===== config.mk =====
export PLATFORM = sky130hd
export DESIGN_NAME = tdm_serial_tx
export DESIGN_NICKNAME = d
export VERILOG_FILES = /design/src/rtl/stx_pkg.sv /design/src/rtl/stx_bit_pos.sv /design/src/rtl/stx_slot_map.sv /design/src/rtl/stx_shifter.sv /design/src/rtl/tdm_serial_tx.sv
export SDC_FILE = /design/constraint.sdc
export NUM_CORES = 1
export LEC_CHECK = 0
export ABC_AREA = 1
export CAP_MARGIN = 20
export CORE_AREA = 2 2 109 111
export CTS_CLUSTER_DIAMETER = 40
export DETAILED_ROUTE_END_ITERATION = 16
export DIE_AREA = 0 0 111 113
export PLACE_DENSITY_LB_ADDON = 0.3
export SLEW_MARGIN = 15
export SYNTH_ARGS = -nofsm -noshare
export SYNTH_HDL_FRONTEND = slang
export SYNTH_HIERARCHICAL = 1
export SYNTH_SLANG_ARGS = --single-unit

===== constraint.sdc =====
create_clock -name clk -period 5.4 [get_ports clk]
set_input_delay 1.62 -clock clk [delete_from_list [all_inputs] [get_ports clk]]
set_output_delay 1.62 -clock clk [all_outputs]
set_load 0.005 [all_outputs]

===== src/rtl/stx_pkg.sv =====
package stx_pkg;

    typedef enum logic [0:0] {
        ST_IDLE = 1'b0,
        ST_RUN  = 1'b1
    } stx_state_e;

    // Slot width code to log2(width/8): 8, 16, 32, 32 bits.
    function automatic logic [1:0] width_shift(input logic [1:0] code);
        unique case (code)
            2'd0:    return 2'd0;
            2'd1:    return 2'd1;
            default: return 2'd2;
        endcase
    endfunction

endpackage


===== src/rtl/stx_bit_pos.sv =====
module stx_bit_pos #(
    parameter int FRAME_W = 8
) (
    input  logic               clk,
    input  logic               rst_n,
    input  logic               clear,
    input  logic               step,
    input  logic [FRAME_W-1:0] frame_len,
    output logic [FRAME_W-1:0] pos
);

    logic [FRAME_W-1:0] last_pos;
    assign last_pos = frame_len - 1'b1;

    always_ff @(posedge clk or negedge rst_n) begin
        if (!rst_n) begin
            pos <= '0;
        end else if (clear) begin
            pos <= '0;
        end else if (step) begin
            pos <= (pos >= last_pos) ? '0 : pos + 1'b1;
        end
    end

endmodule


===== src/rtl/stx_slot_map.sv =====
module stx_slot_map #(
    parameter int FRAME_W   = 8,
    parameter int MAX_SLOTS = 16,
    parameter int CNT_W     = $clog2(MAX_SLOTS + 1)
) (
    input  logic [FRAME_W-1:0]   pos,
    input  logic [FRAME_W-1:0]   frame_len,
    input  logic [CNT_W-1:0]     slot_count,
    input  logic [1:0]           size_code,
    input  logic [MAX_SLOTS-1:0] slot_en,
    input  logic                 side_mode,
    output logic [1:0]           shamt,
    output logic                 fs_level,
    output logic                 slot_first,
    output logic                 slot_filler,
    output logic                 slot_on
);
    import stx_pkg::*;

    localparam int IDX_W = (MAX_SLOTS > 1) ? $clog2(MAX_SLOTS) : 1;

    logic [FRAME_W-1:0] half_len;
    logic [FRAME_W-1:0] offset;
    logic [FRAME_W-1:0] slot_in_side;
    logic [FRAME_W-1:0] bit_mask;
    logic [CNT_W-1:0]   side_slots;
    logic [IDX_W-1:0]   slot_idx;
    logic               second_half;

    always_comb begin
        shamt        = width_shift(size_code);
        half_len     = side_mode ? (frame_len >> 1) : frame_len;
        second_half  = side_mode && (pos >= half_len);
        offset       = second_half ? (pos - half_len) : pos;
        slot_in_side = offset >> (3 + shamt);
        bit_mask     = FRAME_W'((32'd8 << shamt) - 32'd1);
        side_slots   = side_mode ? (slot_count >> 1) : slot_count;
        slot_filler  = int'(slot_in_side) >= int'(side_slots);
        slot_idx     = IDX_W'(slot_in_side) + (second_half ? IDX_W'(side_slots) : '0);
        slot_on      = !slot_filler && slot_en[slot_idx];
        slot_first   = (offset & bit_mask) == '0;
        fs_level     = side_mode ? second_half : (pos == '0);
    end

endmodule


===== src/rtl/stx_shifter.sv =====
module stx_shifter #(
    parameter int WORD_W = 32
) (
    input  logic              clk,
    input  logic              rst_n,
    input  logic              load,
    input  logic              shift_en,
    input  logic [1:0]        shamt,
    input  logic [WORD_W-1:0] word,
    output logic              bit_out
);

    logic [WORD_W-1:0] sreg;
    logic [WORD_W-1:0] aligned;

    // Move the slot's MSB to the top of the register.
    assign aligned = word << (WORD_W - (8 << shamt));
    assign bit_out = load ? aligned[WORD_W-1] : sreg[WORD_W-1];

    always_ff @(posedge clk or negedge rst_n) begin
        if (!rst_n) begin
            sreg <= '0;
        end else if (load) begin
            sreg <= aligned << 1;
        end else if (shift_en) begin
            sreg <= sreg << 1;
        end
    end

endmodule


===== src/rtl/tdm_serial_tx.sv =====
module tdm_serial_tx #(
    parameter int FRAME_W   = 8,
    parameter int MAX_SLOTS = 16,
    parameter int WORD_W    = 32,
    parameter int CNT_W     = $clog2(MAX_SLOTS + 1)
) (
    input  logic                 clk,
    input  logic                 rst_n,
    input  logic                 enable,
    input  logic                 bit_tick,
    input  logic [FRAME_W-1:0]   cfg_frame_len,
    input  logic [CNT_W-1:0]     cfg_slot_count,
    input  logic [1:0]           cfg_slot_size,
    input  logic [MAX_SLOTS-1:0] cfg_slot_en,
    input  logic                 cfg_side_mode,
    input  logic                 cfg_fill_hiz,
    input  logic [WORD_W-1:0]    s_data,
    input  logic                 s_valid,
    output logic                 s_ready,
    output logic                 sd_out,
    output logic                 sd_oe,
    output logic                 fsync,
    output logic                 underrun
);
    import stx_pkg::*;

    stx_state_e state_q, state_d;

    logic [FRAME_W-1:0]   len_q;
    logic [CNT_W-1:0]     count_q;
    logic [1:0]           size_q;
    logic [MAX_SLOTS-1:0] en_q;
    logic                 side_q;
    logic                 hiz_q;

    logic [FRAME_W-1:0] pos;
    logic [1:0]         shamt;
    logic               fs_level, slot_first, slot_filler, slot_on;
    logic               run_tick, slot_load, shift_bit;
    logic               nxt_sd, nxt_oe;

    // ---------------- state register ----------------
    always_ff @(posedge clk or negedge rst_n) begin
        if (!rst_n) state_q <= ST_IDLE;
        else        state_q <= state_d;
    end

    always_comb begin
        state_d = state_q;
        unique case (state_q)
            ST_IDLE: if (enable)  state_d = ST_RUN;
            ST_RUN:  if (!enable) state_d = ST_IDLE;
        endcase
    end

    // ---------------- configuration copy (idle only) ----------------
    always_ff @(posedge clk or negedge rst_n) begin
        if (!rst_n) begin
            len_q   <= '0;
            count_q <= '0;
            size_q  <= '0;
            en_q    <= '0;
            side_q  <= 1'b0;
            hiz_q   <= 1'b0;
        end else if (state_q == ST_IDLE) begin
            len_q   <= cfg_frame_len;
            count_q <= cfg_slot_count;
            size_q  <= cfg_slot_size;
            en_q    <= cfg_slot_en;
            side_q  <= cfg_side_mode;
            hiz_q   <= cfg_fill_hiz;
        end
    end

    assign run_tick  = (state_q == ST_RUN) && enable && bit_tick;
    assign slot_load = run_tick && slot_first && slot_on;
    assign s_ready   = slot_load;

    stx_bit_pos #(.FRAME_W(FRAME_W)) u_pos (
        .clk       (clk),
        .rst_n     (rst_n),
        .clear     (state_q == ST_IDLE),
        .step      (run_tick),
        .frame_len (len_q),
        .pos       (pos)
    );

    stx_slot_map #(.FRAME_W(FRAME_W), .MAX_SLOTS(MAX_SLOTS), .CNT_W(CNT_W)) u_map (
        .pos         (pos),
        .frame_len   (len_q),
        .slot_count  (count_q),
        .size_code   (size_q),
        .slot_en     (en_q),
        .side_mode   (side_q),
        .shamt       (shamt),
        .fs_level    (fs_level),
        .slot_first  (slot_first),
        .slot_filler (slot_filler),
        .slot_on     (slot_on)
    );

    stx_shifter #(.WORD_W(WORD_W)) u_shift (
        .clk      (clk),
        .rst_n    (rst_n),
        .load     (slot_load),
        .shift_en (run_tick),
        .shamt    (shamt),
        .word     (s_valid ? s_data : '0),
        .bit_out  (shift_bit)
    );

    // ---------------- output process ----------------
    always_comb begin
        nxt_oe = 1'b1;
        nxt_sd = 1'b0;
        if (slot_filler)  nxt_oe = !hiz_q;
        else if (slot_on) nxt_sd = shift_bit;
    end

    always_ff @(posedge clk or negedge rst_n) begin
        if (!rst_n) begin
            sd_out <= 1'b0;
            sd_oe  <= 1'b0;
            fsync  <= 1'b0;
        end else if (state_q == ST_IDLE || !enable) begin
            sd_out <= 1'b0;
            sd_oe  <= 1'b0;
            fsync  <= 1'b0;
        end else if (run_tick) begin
            sd_out <= nxt_sd;
            sd_oe  <= nxt_oe;
            fsync  <= fs_level;
        end
    end

    always_ff @(posedge clk or negedge rst_n) begin
        if (!rst_n)                               underrun <= 1'b0;
        else if (state_q == ST_IDLE && enable)    underrun <= 1'b0;
        else if (slot_load && !s_valid)           underrun <= 1'b1;
    end

    // ---------------- assertions ----------------
    a_r9_idle_silent: assert property (@(posedge clk) disable iff (!rst_n)
        (state_q == ST_IDLE) |-> (!sd_oe && !fsync && !s_ready && !sd_out));

    a_r10_hold_between_ticks: assert property (@(posedge clk) disable iff (!rst_n)
        (state_q == ST_RUN && enable && !bit_tick) |=> $stable({sd_out, sd_oe, fsync}));

    a_r8_underrun_sticky: assert property (@(posedge clk) disable iff (!rst_n)
        (underrun && !(state_q == ST_IDLE && enable)) |=> underrun);

    a_r3_single_pulse: assert property (@(posedge clk) disable iff (!rst_n)
        (run_tick && fsync && !side_q && len_q > 1) |=> !fsync);

    a_r4_first_half_low: assert property (@(posedge clk) disable iff (!rst_n)
        (run_tick && side_q && pos == '0) |=> !fsync);

    a_r7_float_is_zero: assert property (@(posedge clk) disable iff (!rst_n)
        !sd_oe |-> !sd_out);

endmodule


==> results.md <==
* Status: finished, violations left
* Violated checks: setup timing
* Fillers at 926
* Pins Over Slew Limit at 0
* Hold Slack at 480 ps
* Setup_tns at -247 ps
* Crit path cell chain: buf_6, nand2_1, o21ai_0, ha_1, nand2_2, nor2_2, nand2_1, nand3_4, nand2_8, nand2_2, o21ai_2, o211ai_1, inv_1, ha_4, ha_4, o21ai_0, o22ai_1, nand3_1, nand2_1, nor2_1, nor2_2, nand2_1, nor2_2, buf_2
* Post-Route WL at approximately 16 mm
* Cts bufs inserted at 9
* Slew HR at 0.346
* Port-buffer cells at 74
* PD cells at 291 nW/µm²
* Worst-Margin Slew at 981 ps
* Flops & latches, synth at 77
* Remaining routing DRC violations at 0
* Vias per cell at 5.14
* Fin. Hold Viols at 0
* Vias in the first global route at 5531
* # IOs at 75
* Main flop type after synthesis: dfrtp_1
* Peak VDD IR at between 0.15 and 0.2 mV
* Final instance area at 7650 µm²
* CP Capture Type: output port
* CP Data Required Time at ~3800 ps
* Post-synth top area share at 0.338
* Grt ovf at 0
* EDFF count, synth at 0
* Max Cap Violations at 0
* Critical path class: reg2out
* Row count at 39
* RSZ-0062 raised after global routing: yes
* Skew-Pair Late Insertion Delay at 340 ps
* Sequential share of the synthesized area at 0.338
* Sink Count at between 70 and 80
* CTS Root Cell: clkbuf_16
* Setup slack, reg-to-reg at 280 ps
* Netlist Area Pre-Place at 5700 µm²
* Die width at 111 µm
* Initial antenna violation count at 0
* Startpoint Class: flip-flop
* Synth area leader: dfrtp_1
* CP max-delay cell: dfrtp_2
* Wire length per cell at 13.9 µm
* DP HPWL at 10.7 mm
* Clock-pin slew on the worst setup and hold paths at 60 ps
* Area grow syn2layout at 34.3%
* Synth Instances at 849
* CP arrival at 4030 ps
* Die height at 113 µm
* Fin worst setup slack at -247 ps
* Ys Warns at 6
* Gpl congestion at between 0.9 and 1
* Period Utilization, post-route at 1.05
* 1st-iter DRT viols at 467
* Vias at 5849
* CP max stage delay at about 450 ps
* Htree depth at 3
* Setup violations, final at 1
* LEAKAGE at ~0.0041 µW
* Worst Hold Class: reg2reg
* Async S/R FF share, synth at 1.00
* Share of layout cells above drive strength 1 at 0.183
* Post-layout min period at 5650 ps
* Area post-placement at around 7000 µm²
* CTS Hold Bufs at 0
* Initial core utilization at 0.506
* Clock Path Buffers at 2
* FMAX at 177 MHz
* Synth cell types at 47
* GRT Util Overall at 0.255
* Final ANT Viol Nets at 0
* CORE AREA at between 10000 and 15000 µm²
* Syn nets at 945
* Mean Syn Cell Area at 6.71 µm²
* CTS tree: built
* Worst clock skew at 12.6 ps
* First-pass GRT wire length at 26.1 mm
* Worst-path fanout max at 6
* ANT cells at 0
* Ranking of synthesized cells by area: dfrtp_1 (34%), nand2_1 (22%), inv_1 (7.0%)
* Pre-CTS setup slack at -478 ps
* CP most frequent cell: nand2_1
* Drt first pass iters at 6
* Nets at around 1100
* Die Area at ~13000 µm²
* Pin count of the biggest net entering global routing at between 70 and 80
[layout by cell type, fill, tap and decap left out, drive strengths merged]
cell	n
ha	25
clkdlybuf4s50	72
a221oi	1
o21ai	43
a32o	2
nand3b	5
o31ai	1
a22o	1
nand4	7
xnor2	3
nand2	357
o22ai	3
xor2	7
dfrtp	77
inv	114
a21oi	35
and2	1
buf	86
a31oi	1
nand3	58
o221ai	1
or2	1
bufinv	3
fa	1
nor2	64
nor3	6
clkbuf	11
clkinv	2
o21a	2
o211ai	2
mux2i	2
[per-stage QoR]
step                total power (µW)   util  cells
detailed placement              1430  0.611   1097
global placement                1410  0.611   1097
finish                          2230  0.679   1137
floorplan                       1200      -    849
CTS                             2180  0.659   1127
global route                    2360  0.679   1137
[cells by family after synthesis]
group,count (synthesis),share of synthesized area
buf+inv,144,0.109
mux,2,0.00351
flops,77,0.338
compound gates,92,0.0929
fa+ha+maj,26,0.0584
simple gates,498,0.383
xor+xnor,10,0.0154
[registers in the layout (all words and copies together) (netlist names)]
name and cells:
fsync 1, u_pos/pos 8, len_q 8, en_q 16, sd_oe 1, size_q 2, count_q 5, side_q 1
u_shift/sreg 31, sd_out 1, underrun 1, state_q 1, hiz_q 1
[path summary, 6_finish.rpt]
check                      startpoint      end  cells past startpoint
min in group asynchronous       rst_n  en_q[1]                      1
max in group asynchronous       rst_n   side_q                      1
hold / removal                  hiz_q    hiz_q                      2
hold reg to reg                 hiz_q    hiz_q                      2
setup reg to reg               side_q   sd_out                     35
setup / recovery               side_q  s_ready                     24
[Yosys cell counts (2+ instances only)]
| cell | count |
|---|---|
| nand2_1 | 339 |
| inv_1 | 106 |
| dfrtp_1 | 77 |
| nor2_1 | 57 |
| nand3_1 | 51 |
| o21ai_0 | 39 |
| a21oi_1 | 29 |
| ha_1 | 25 |
| buf_2 | 14 |
| nand2_2 | 14 |
| inv_2 | 7 |
| nand4_1 | 7 |
| xor2_1 | 7 |
| a21oi_2 | 5 |
| buf_4 | 5 |
| nor3_1 | 5 |
| buf_6 | 4 |
| clkbuf_1 | 4 |
| nand2_4 | 4 |
| nand3_2 | 4 |
| nand3b_1 | 4 |
| o21ai_1 | 4 |
| nand3_4 | 3 |
| o22ai_1 | 3 |
| xnor2_1 | 3 |
| a32o_1 | 2 |
| mux2i_1 | 2 |
| nor2_2 | 2 |
| nor2_4 | 2 |
| nor2_8 | 2 |
| o211ai_1 | 2 |
| o21a_1 | 2 |
[where the power goes]
part / internal, µW / switching (µW)
combinational: 329 / 396
sequential: 713 / 76.9
clock: 473 / 238
total: 1520 / 710
[timing repair]
| item | 4_1_cts | 5_1_grt |
|---|---|---|
| endpoints found under the hold margin | 0 | 0 |
| gates resized for setup | 35 | 32 |
| pin swaps | 26 | 26 |
| gates cloned | 0 | 1 |
| endpoints found under the setup margin | 1 | 33 |
| buffers inserted | 15 | 11 |
[area by class of cell]
type	instances	area [µm²]	area share
multi-input combinational	629	3340	0.437
inverter	115	459	0.0600
timing repair buffer	158	1400	0.182
sequential	77	1930	0.252
tap	143	179	0.0234
clock inverter	4	95.1	0.0124
clock buffer	11	253	0.0330
[critical path, delay by kind of cell, from the launching register on]
| family | cells | cell delay (ps) |
|---|---|---|
| flops | 1 | 450 |
| buf+inv | 3 | 390 |
| fa+ha+maj | 3 | 810 |
| simple gates | 13 | 1340 |
| compound gates | 5 | 710 |
[metal layers]
layer	track usage	vias to the layer above	routed length (µm)
met5	0	-	0
met2	0.415	235	7500
met4	0.0692	0	305
li1	-	2926	-
met1	0.355	2659	6850
met3	0.0439	29	1200
No activity file was read; power rests on OpenSTA's default activity.
